--- src/rtl/lsn_pkg.sv ---
package lsn_pkg;

  typedef enum logic [1:0] {
    PS_IDLE  = 2'd0,
    PS_SLEEP = 2'd1,
    PS_EVAL  = 2'd2,
    PS_LOOP  = 2'd3
  } path_st_e;

  typedef enum logic [1:0] {
    GS_IDLE  = 2'd0,
    GS_WAIT  = 2'd1,
    GS_CLEAR = 2'd2
  } grd_st_e;

endpackage

--- src/rtl/lsn_thresh_cmp.sv ---
module lsn_thresh_cmp #(
  parameter int W      = 9,
  parameter int LO_THR = 3,
  parameter int HI_THR = 9
) (
  input  logic [W-1:0] smp_i,
  output logic         below_lo_o,
  output logic         above_hi_o
);

  localparam logic [W-1:0] LO_V = LO_THR[W-1:0];
  localparam logic [W-1:0] HI_V = HI_THR[W-1:0];

  // strict comparisons on both sides
  always_comb begin
    below_lo_o = (smp_i < LO_V);
    above_hi_o = (smp_i > HI_V);
  end

endmodule

--- src/rtl/lsn_guardian.sv ---
module lsn_guardian
  import lsn_pkg::*;
(
  input  logic clk,
  input  logic rst,
  input  logic below_lo_i,
  input  logic above_hi_i,
  output logic busy_o,
  output logic clr_o
);

  grd_st_e st_q, st_d;

  always_comb begin
    st_d = st_q;
    unique case (st_q)
      GS_IDLE:  if (above_hi_i) st_d = GS_WAIT;
      GS_WAIT:  if (below_lo_i) st_d = GS_CLEAR;
      GS_CLEAR: st_d = GS_IDLE;
      default:  st_d = GS_IDLE;
    endcase
  end

  always_ff @(posedge clk) begin
    if (rst) st_q <= GS_IDLE;
    else     st_q <= st_d;
  end

  assign busy_o = (st_q != GS_IDLE);
  assign clr_o  = (st_q == GS_CLEAR);

  // an out-of-range sample seen while idle activates the guardian
  p_grd_trigger_r7: assert property (@(posedge clk) disable iff (rst)
    (!busy_o && above_hi_i) |=> busy_o);

  // the guardian keeps waiting while the sample has not fallen below the lower threshold
  p_grd_wait_r8: assert property (@(posedge clk) disable iff (rst)
    (busy_o && !clr_o && !below_lo_i) |=> (busy_o && !clr_o));

  // the clearing step lasts exactly one cycle
  p_grd_clear_once_r8: assert property (@(posedge clk) disable iff (rst)
    clr_o |=> !busy_o);

endmodule

--- src/rtl/lsn_path_seq.sv ---
module lsn_path_seq
  import lsn_pkg::*;
#(
  parameter int W = 9
) (
  input  logic         clk,
  input  logic         rst,
  input  logic         freeze_i,
  input  logic         clr_i,
  input  logic         below_lo_i,
  input  logic         above_hi_i,
  input  logic [W-1:0] inc_i,
  input  logic [W-1:0] reload_i,
  output logic         flush_req_o,
  output logic [W-1:0] flush_val_o
);

  path_st_e     st_q, st_d;
  logic [W-1:0] acc_q, acc_d;
  logic [W-1:0] sum;

  // modulo-2^W addition: carry out is discarded
  assign sum = acc_q + inc_i;

  always_comb begin
    st_d        = st_q;
    acc_d       = acc_q;
    flush_req_o = 1'b0;
    flush_val_o = acc_q;
    if (clr_i) begin
      st_d  = PS_IDLE;
      acc_d = '0;
    end else if (!freeze_i) begin
      unique case (st_q)
        PS_IDLE: begin
          if (|inc_i) begin
            acc_d = reload_i;
            st_d  = PS_SLEEP;
          end
        end
        PS_SLEEP: st_d = PS_EVAL;
        PS_EVAL: begin
          if (below_lo_i) begin
            flush_req_o = 1'b1;
            st_d        = PS_IDLE;
          end else if (above_hi_i) begin
            st_d = PS_IDLE;
          end else begin
            acc_d       = sum;
            flush_req_o = 1'b1;
            flush_val_o = sum;
            st_d        = PS_LOOP;
          end
        end
        PS_LOOP: begin
          if (above_hi_i) begin
            st_d = PS_IDLE;
          end else begin
            acc_d       = sum;
            flush_req_o = 1'b1;
            flush_val_o = sum;
          end
        end
        default: st_d = PS_IDLE;
      endcase
    end
  end

  always_ff @(posedge clk) begin
    if (rst) begin
      st_q  <= PS_IDLE;
      acc_q <= '0;
    end else begin
      st_q  <= st_d;
      acc_q <= acc_d;
    end
  end

  // a start loads the reload value
  p_start_load_r2: assert property (@(posedge clk) disable iff (rst)
    (st_q == PS_IDLE && !freeze_i && !clr_i && (|inc_i)) |=>
      (st_q == PS_SLEEP && acc_q == $past(reload_i)));

  // the sleep step never reports
  p_sleep_silent_r3: assert property (@(posedge clk) disable iff (rst)
    (st_q == PS_SLEEP) |-> !flush_req_o);

  // each unfrozen loop iteration accumulates with wrap
  p_wrap_r5: assert property (@(posedge clk) disable iff (rst)
    (st_q == PS_LOOP && !freeze_i && !clr_i && !above_hi_i) |=>
      (acc_q == W'($past(acc_q) + $past(inc_i))));

  // an out-of-range sample at the loop head ends the sequence
  p_loop_exit_r6: assert property (@(posedge clk) disable iff (rst)
    (st_q == PS_LOOP && !freeze_i && !clr_i && above_hi_i) |=> (st_q == PS_IDLE));

  // a frozen sequence neither reports nor moves
  p_frozen_r7: assert property (@(posedge clk) disable iff (rst)
    (freeze_i && !clr_i) |-> (!flush_req_o ##1 $stable(st_q)));

  // the guardian's clear leaves the sequence idle and empty
  p_cleared_r8: assert property (@(posedge clk) disable iff (rst)
    clr_i |=> (st_q == PS_IDLE && acc_q == '0));

endmodule

--- src/rtl/lsn_flush_reg.sv ---
module lsn_flush_reg #(
  parameter int W = 9
) (
  input  logic         clk,
  input  logic         rst,
  input  logic         req_i,
  input  logic [W-1:0] val_i,
  output logic         vld_o,
  output logic [W-1:0] dat_o
);

  always_ff @(posedge clk) begin
    if (rst) begin
      vld_o <= 1'b0;
      dat_o <= '0;
    end else begin
      vld_o <= req_i;
      if (req_i) dat_o <= val_i;
    end
  end

  // the strobe follows its request by one cycle
  p_strobe_follow_r9: assert property (@(posedge clk) disable iff (rst)
    req_i |=> (vld_o && dat_o == $past(val_i)));

  // without a request the reported value is held
  p_dat_hold_r9: assert property (@(posedge clk) disable iff (rst)
    !req_i |=> (!vld_o && $stable(dat_o)));

endmodule

--- src/rtl/thresh_accum_listener.sv ---
module thresh_accum_listener #(
  parameter int W      = 9,
  parameter int LO_THR = 3,
  parameter int HI_THR = 9
) (
  input  logic         clk,
  input  logic         rst,
  input  logic [W-1:0] smp_i,
  input  logic [W-1:0] inc_i,
  input  logic [W-1:0] reload_i,
  output logic         flush_vld_o,
  output logic [W-1:0] flush_dat_o
);

  logic         below_lo;
  logic         above_hi;
  logic         grd_busy;
  logic         grd_clr;
  logic         flush_req;
  logic [W-1:0] flush_val;

  lsn_thresh_cmp #(
    .W(W), .LO_THR(LO_THR), .HI_THR(HI_THR)
  ) i_cmp (
    .smp_i      (smp_i),
    .below_lo_o (below_lo),
    .above_hi_o (above_hi)
  );

  lsn_guardian i_grd (
    .clk        (clk),
    .rst        (rst),
    .below_lo_i (below_lo),
    .above_hi_i (above_hi),
    .busy_o     (grd_busy),
    .clr_o      (grd_clr)
  );

  lsn_path_seq #(.W(W)) i_path (
    .clk         (clk),
    .rst         (rst),
    .freeze_i    (grd_busy),
    .clr_i       (grd_clr),
    .below_lo_i  (below_lo),
    .above_hi_i  (above_hi),
    .inc_i       (inc_i),
    .reload_i    (reload_i),
    .flush_req_o (flush_req),
    .flush_val_o (flush_val)
  );

  lsn_flush_reg #(.W(W)) i_out (
    .clk   (clk),
    .rst   (rst),
    .req_i (flush_req),
    .val_i (flush_val),
    .vld_o (flush_vld_o),
    .dat_o (flush_dat_o)
  );

  // reset leaves the outputs cleared
  p_reset_out_r1: assert property (@(posedge clk)
    rst |=> (!flush_vld_o && flush_dat_o == '0));

endmodule

--- config.mk ---
export PLATFORM = sky130hd
export DESIGN_NAME = thresh_accum_listener
export DESIGN_NICKNAME = d
export VERILOG_FILES = /design/src/rtl/lsn_pkg.sv /design/src/rtl/lsn_thresh_cmp.sv /design/src/rtl/lsn_guardian.sv /design/src/rtl/lsn_path_seq.sv /design/src/rtl/lsn_flush_reg.sv /design/src/rtl/thresh_accum_listener.sv
export SDC_FILE = /design/constraint.sdc
export NUM_CORES = 1
export LEC_CHECK = 0
export ABC_AREA = 1
export BUFFER_PORTS_ARGS = -buffer_cell sky130_fd_sc_hd__buf_4
export CORE_MARGIN = 2
export CORE_UTILIZATION = 46
export CTS_BUF_LIST = sky130_fd_sc_hd__clkbuf_16
export CTS_CLUSTER_DIAMETER = 80
export DETAILED_ROUTE_END_ITERATION = 12
export PLACE_DENSITY_LB_ADDON = 0.08
export SKIP_LAST_GASP = 1
export SLEW_MARGIN = 30
export SYNTH_ARGS = -nofsm -noshare
export SYNTH_HDL_FRONTEND = slang
export SYNTH_SLANG_ARGS = --single-unit
--- constraint.sdc ---
create_clock -name clk -period 2.4 [get_ports clk]
set_clock_uncertainty 0.05 [all_clocks]
set_input_delay 0.12 -clock clk [delete_from_list [all_inputs] [get_ports clk]]
set_output_delay 0.12 -clock clk [all_outputs]
set_load 0.03 [all_outputs]
==> flow_summary.ini <==
[outcome]
status = finished, final reports clean

[placement]
port-buffer-count = 38
dp_slack_ps = 577
globalplace.congestion = 0.786
hpwlAfterDp_mm = 3.07

[worst_setup_path]
path_cells = ha_1 -> inv_1 -> fa_1 -> inv_1 -> nand3_1 -> nand2_1 -> nand3_1 -> nand3_1 -> nand2_1 -> nand2_1 -> nand3_1 -> nand2_1 -> inv_1
cp_max_fo = 3
crit_type = reg2reg
reg2regPathDepth = 13
startpoint_type = flip-flop
critPathMaxStageDelay_ps = 390
rr_startpoint = i_path.acc_q[0]
crit_slowest_cell = fa_1
worstReg2RegEnd = i_out.dat_o[6]
r2r_slack_ps = 530
worstPathArrival_ps = 1980
worstPathRequired_ps = 2510
crit_path_end_kind = flip-flop

[worst_hold_path]
hold_class = in2reg
holdPathStages = 2
hold_end = i_out.vld_o
hold_start = rst

[power_and_ir_drop]
p_per_area_mw_per_mm2 = 534
ir_drop_mv = 0.286
p_leak_nw = 1.17

[synthesis]
synth_seq_cells = 23
async_reset_ff_share_pct = 0
synth.distinct_cells = 27
ys_top_cells_by_area = dfxtp_1 (27%), nand2_1 (15%), inv_1 (12%), nand3_1 (9.7%), nor2_1 (9.7%)
syn_inst = 284
synth_warnings = 0
yosysSeqAreaShare_pct = 26.9
yosysTopAreaCellShare_pct = 26.9
synth_edf_count = 0
synth_top_area_cell = dfxtp_1
syn_area_sq_mm = 0.00171
syn_nets = 322
synth_ff_type = dfxtp_1
syn_avg_cell_area_sq_um = 6.02

[timing]
rsz0062_at_grt = false
maxSlewViolCount = 0
setup_viol = 0
tns_ps = 0
fmax_mhz = 535
slew_headroom_pct = 60.6
timing.final.ws_setup_ps = 530
fin_crit_sh_pct = 77.9
hold_viol_final = 0
period_minus_slack_ps = 1870
tightest_slew_ps = 589

[cells_and_area]
final_common_cell = nand2_1
antenna_cells = 0
seqCellArea_sq_um = 460
syn_to_final_growth_pct = 23.0
fill_cells = 381
final_nets = 361
mostFrequentLayoutCells = nand2_1 (69), inv_1 (56), nor2_1 (44)
multi_input_area_sq_um = 987
layout-drive-gt1-share_pct = 17.7

[routing]
firstDrtPassIters = 4
dr_total_vias = 1771
first_iter_violations = 141
routed_wl_mm = 3.96
ant_nets = 0
wl_per_cell_um = 10.7
drc_errors = 0
via_per_inst = 4.79

[clock_tree]
clock_latency_ps = 260
clkTransAtPathRegs_ps = 60
cts_max_level = 1
holdBufCountCts = 0
clkSinkCount = 23
post_cts_buffers = 0
cts_root_buf = clkbuf_16
cts_buffer_depth = 2
cts_tree = done
ctsResizeCount = 0
cts_buffers = 3

[floorplanning]
dieArea_sq_mm = 0.00422
ios = 39
rows = 22
fp.dieW_um = 65.0
die_h_um = 65.0
start_util_pct = 47.4
coreArea_sq_mm = 0.00361

[flow_run]
max_cap_violations = 0

[grt]
grt_pass1_vias = 1577
grt_start_max_net_pins = 22
grt_usage_pct = 20.3
overflow = 0
grt_antenna_before_repair = 0
grt_first_pass_wirelength_mm = 6.74
how the worst max path moves through the flow:
stage / slack [ps] / endpoint / cells past startpoint / start
final: 530 / i_out.dat_o[6] / 13 / i_path.acc_q[0]
after global placement: 630 / i_out.dat_o[6] / 13 / i_path.acc_q[0]
after detailed placement: 580 / i_out.dat_o[8] / 13 / i_path.acc_q[0]
after CTS: 540 / i_out.dat_o[6] / 13 / i_path.acc_q[0]
after global routing: 360 / i_out.dat_o[6] / 13 / i_path.acc_q[0]
after floorplan: 710 / i_out.dat_o[6] / 13 / i_path.acc_q[0]
sequential cells by signal, summed over array words and instances, names as in the netlist:
| register | flops |
|---|---|
| i_grd.st_q | 2 |
| i_out.dat_o | 9 |
| i_out.vld_o | 1 |
| i_path.acc_q | 9 |
| i_path.st_q | 2 |
per-layer routing:
layer	vias up	share of wire (%)	track usage, %
li1	948	-	-
met1	782	51	28.5
met2	35	43	31.2
met3	6	4.2	2.60
met4	0	1.3	8.24
met5	-	0	0
where the power goes:
group	leakage, nW	internal [mW]	switching, mW
Sequential	0.188	0.407	0.0230
Combinational	0.938	0.134	0.187
Clock	0.0409	0.225	0.147
kinds of logic after synthesis:
| logic type | after synthesis | share of synthesized area [%] |
|---|---|---|
| flops | 23 | 26.9 |
| fa+ha+maj | 9 | 7.02 |
| buf+inv | 64 | 15.4 |
| compound gates | 29 | 10.5 |
| xor+xnor | 4 | 2.05 |
| simple gates | 155 | 38.1 |
critical path: cells and delay by family, from the launching register on:
family	cells	cell delay, ps
adder cells (fa/ha/maj)	2	570
AND/OR/NAND/NOR	8	630
flip-flops	1	360
buffers and inverters	3	150
cell type report:
type | instances | area share, %
clock buffers | 3 | 3.57
flip-flops and latches | 23 | 21.9
well taps | 48 | 2.86
clock inverters | 1 | 0.238
inverters | 59 | 10.6
multi-input cells | 197 | 46.9
repair buffers | 39 | 13.9
stage by stage:
stage	hold slack [ps]	utilization, %	cells	cell area (sq um)	total power, mW
2_1_floorplan	239	-	284	1710	0.673
3_3_place_gp	344	56.1	366	2020	0.755
3_5_place_dp	349	56.1	366	2020	0.757
4_1_cts	76.8	58.3	370	2100	1.12
5_1_grt	100	58.3	370	2100	1.19
6_report	71.8	58.3	370	2100	1.12
cells in the mapped netlist, types with 2 or more instances:
cell type / count
ha_1: 8
o21ai_0: 2
dfxtp_1: 23
o21ai_1: 2
nor2_1: 44
inv_1: 56
xor2_1: 3
a21oi_2: 5
nor3_1: 2
buf_2: 2
a21oi_1: 19
nand3_1: 33
inv_2: 2
nand2_2: 2
nand2_1: 69
(Power assumes the default switching activity.)
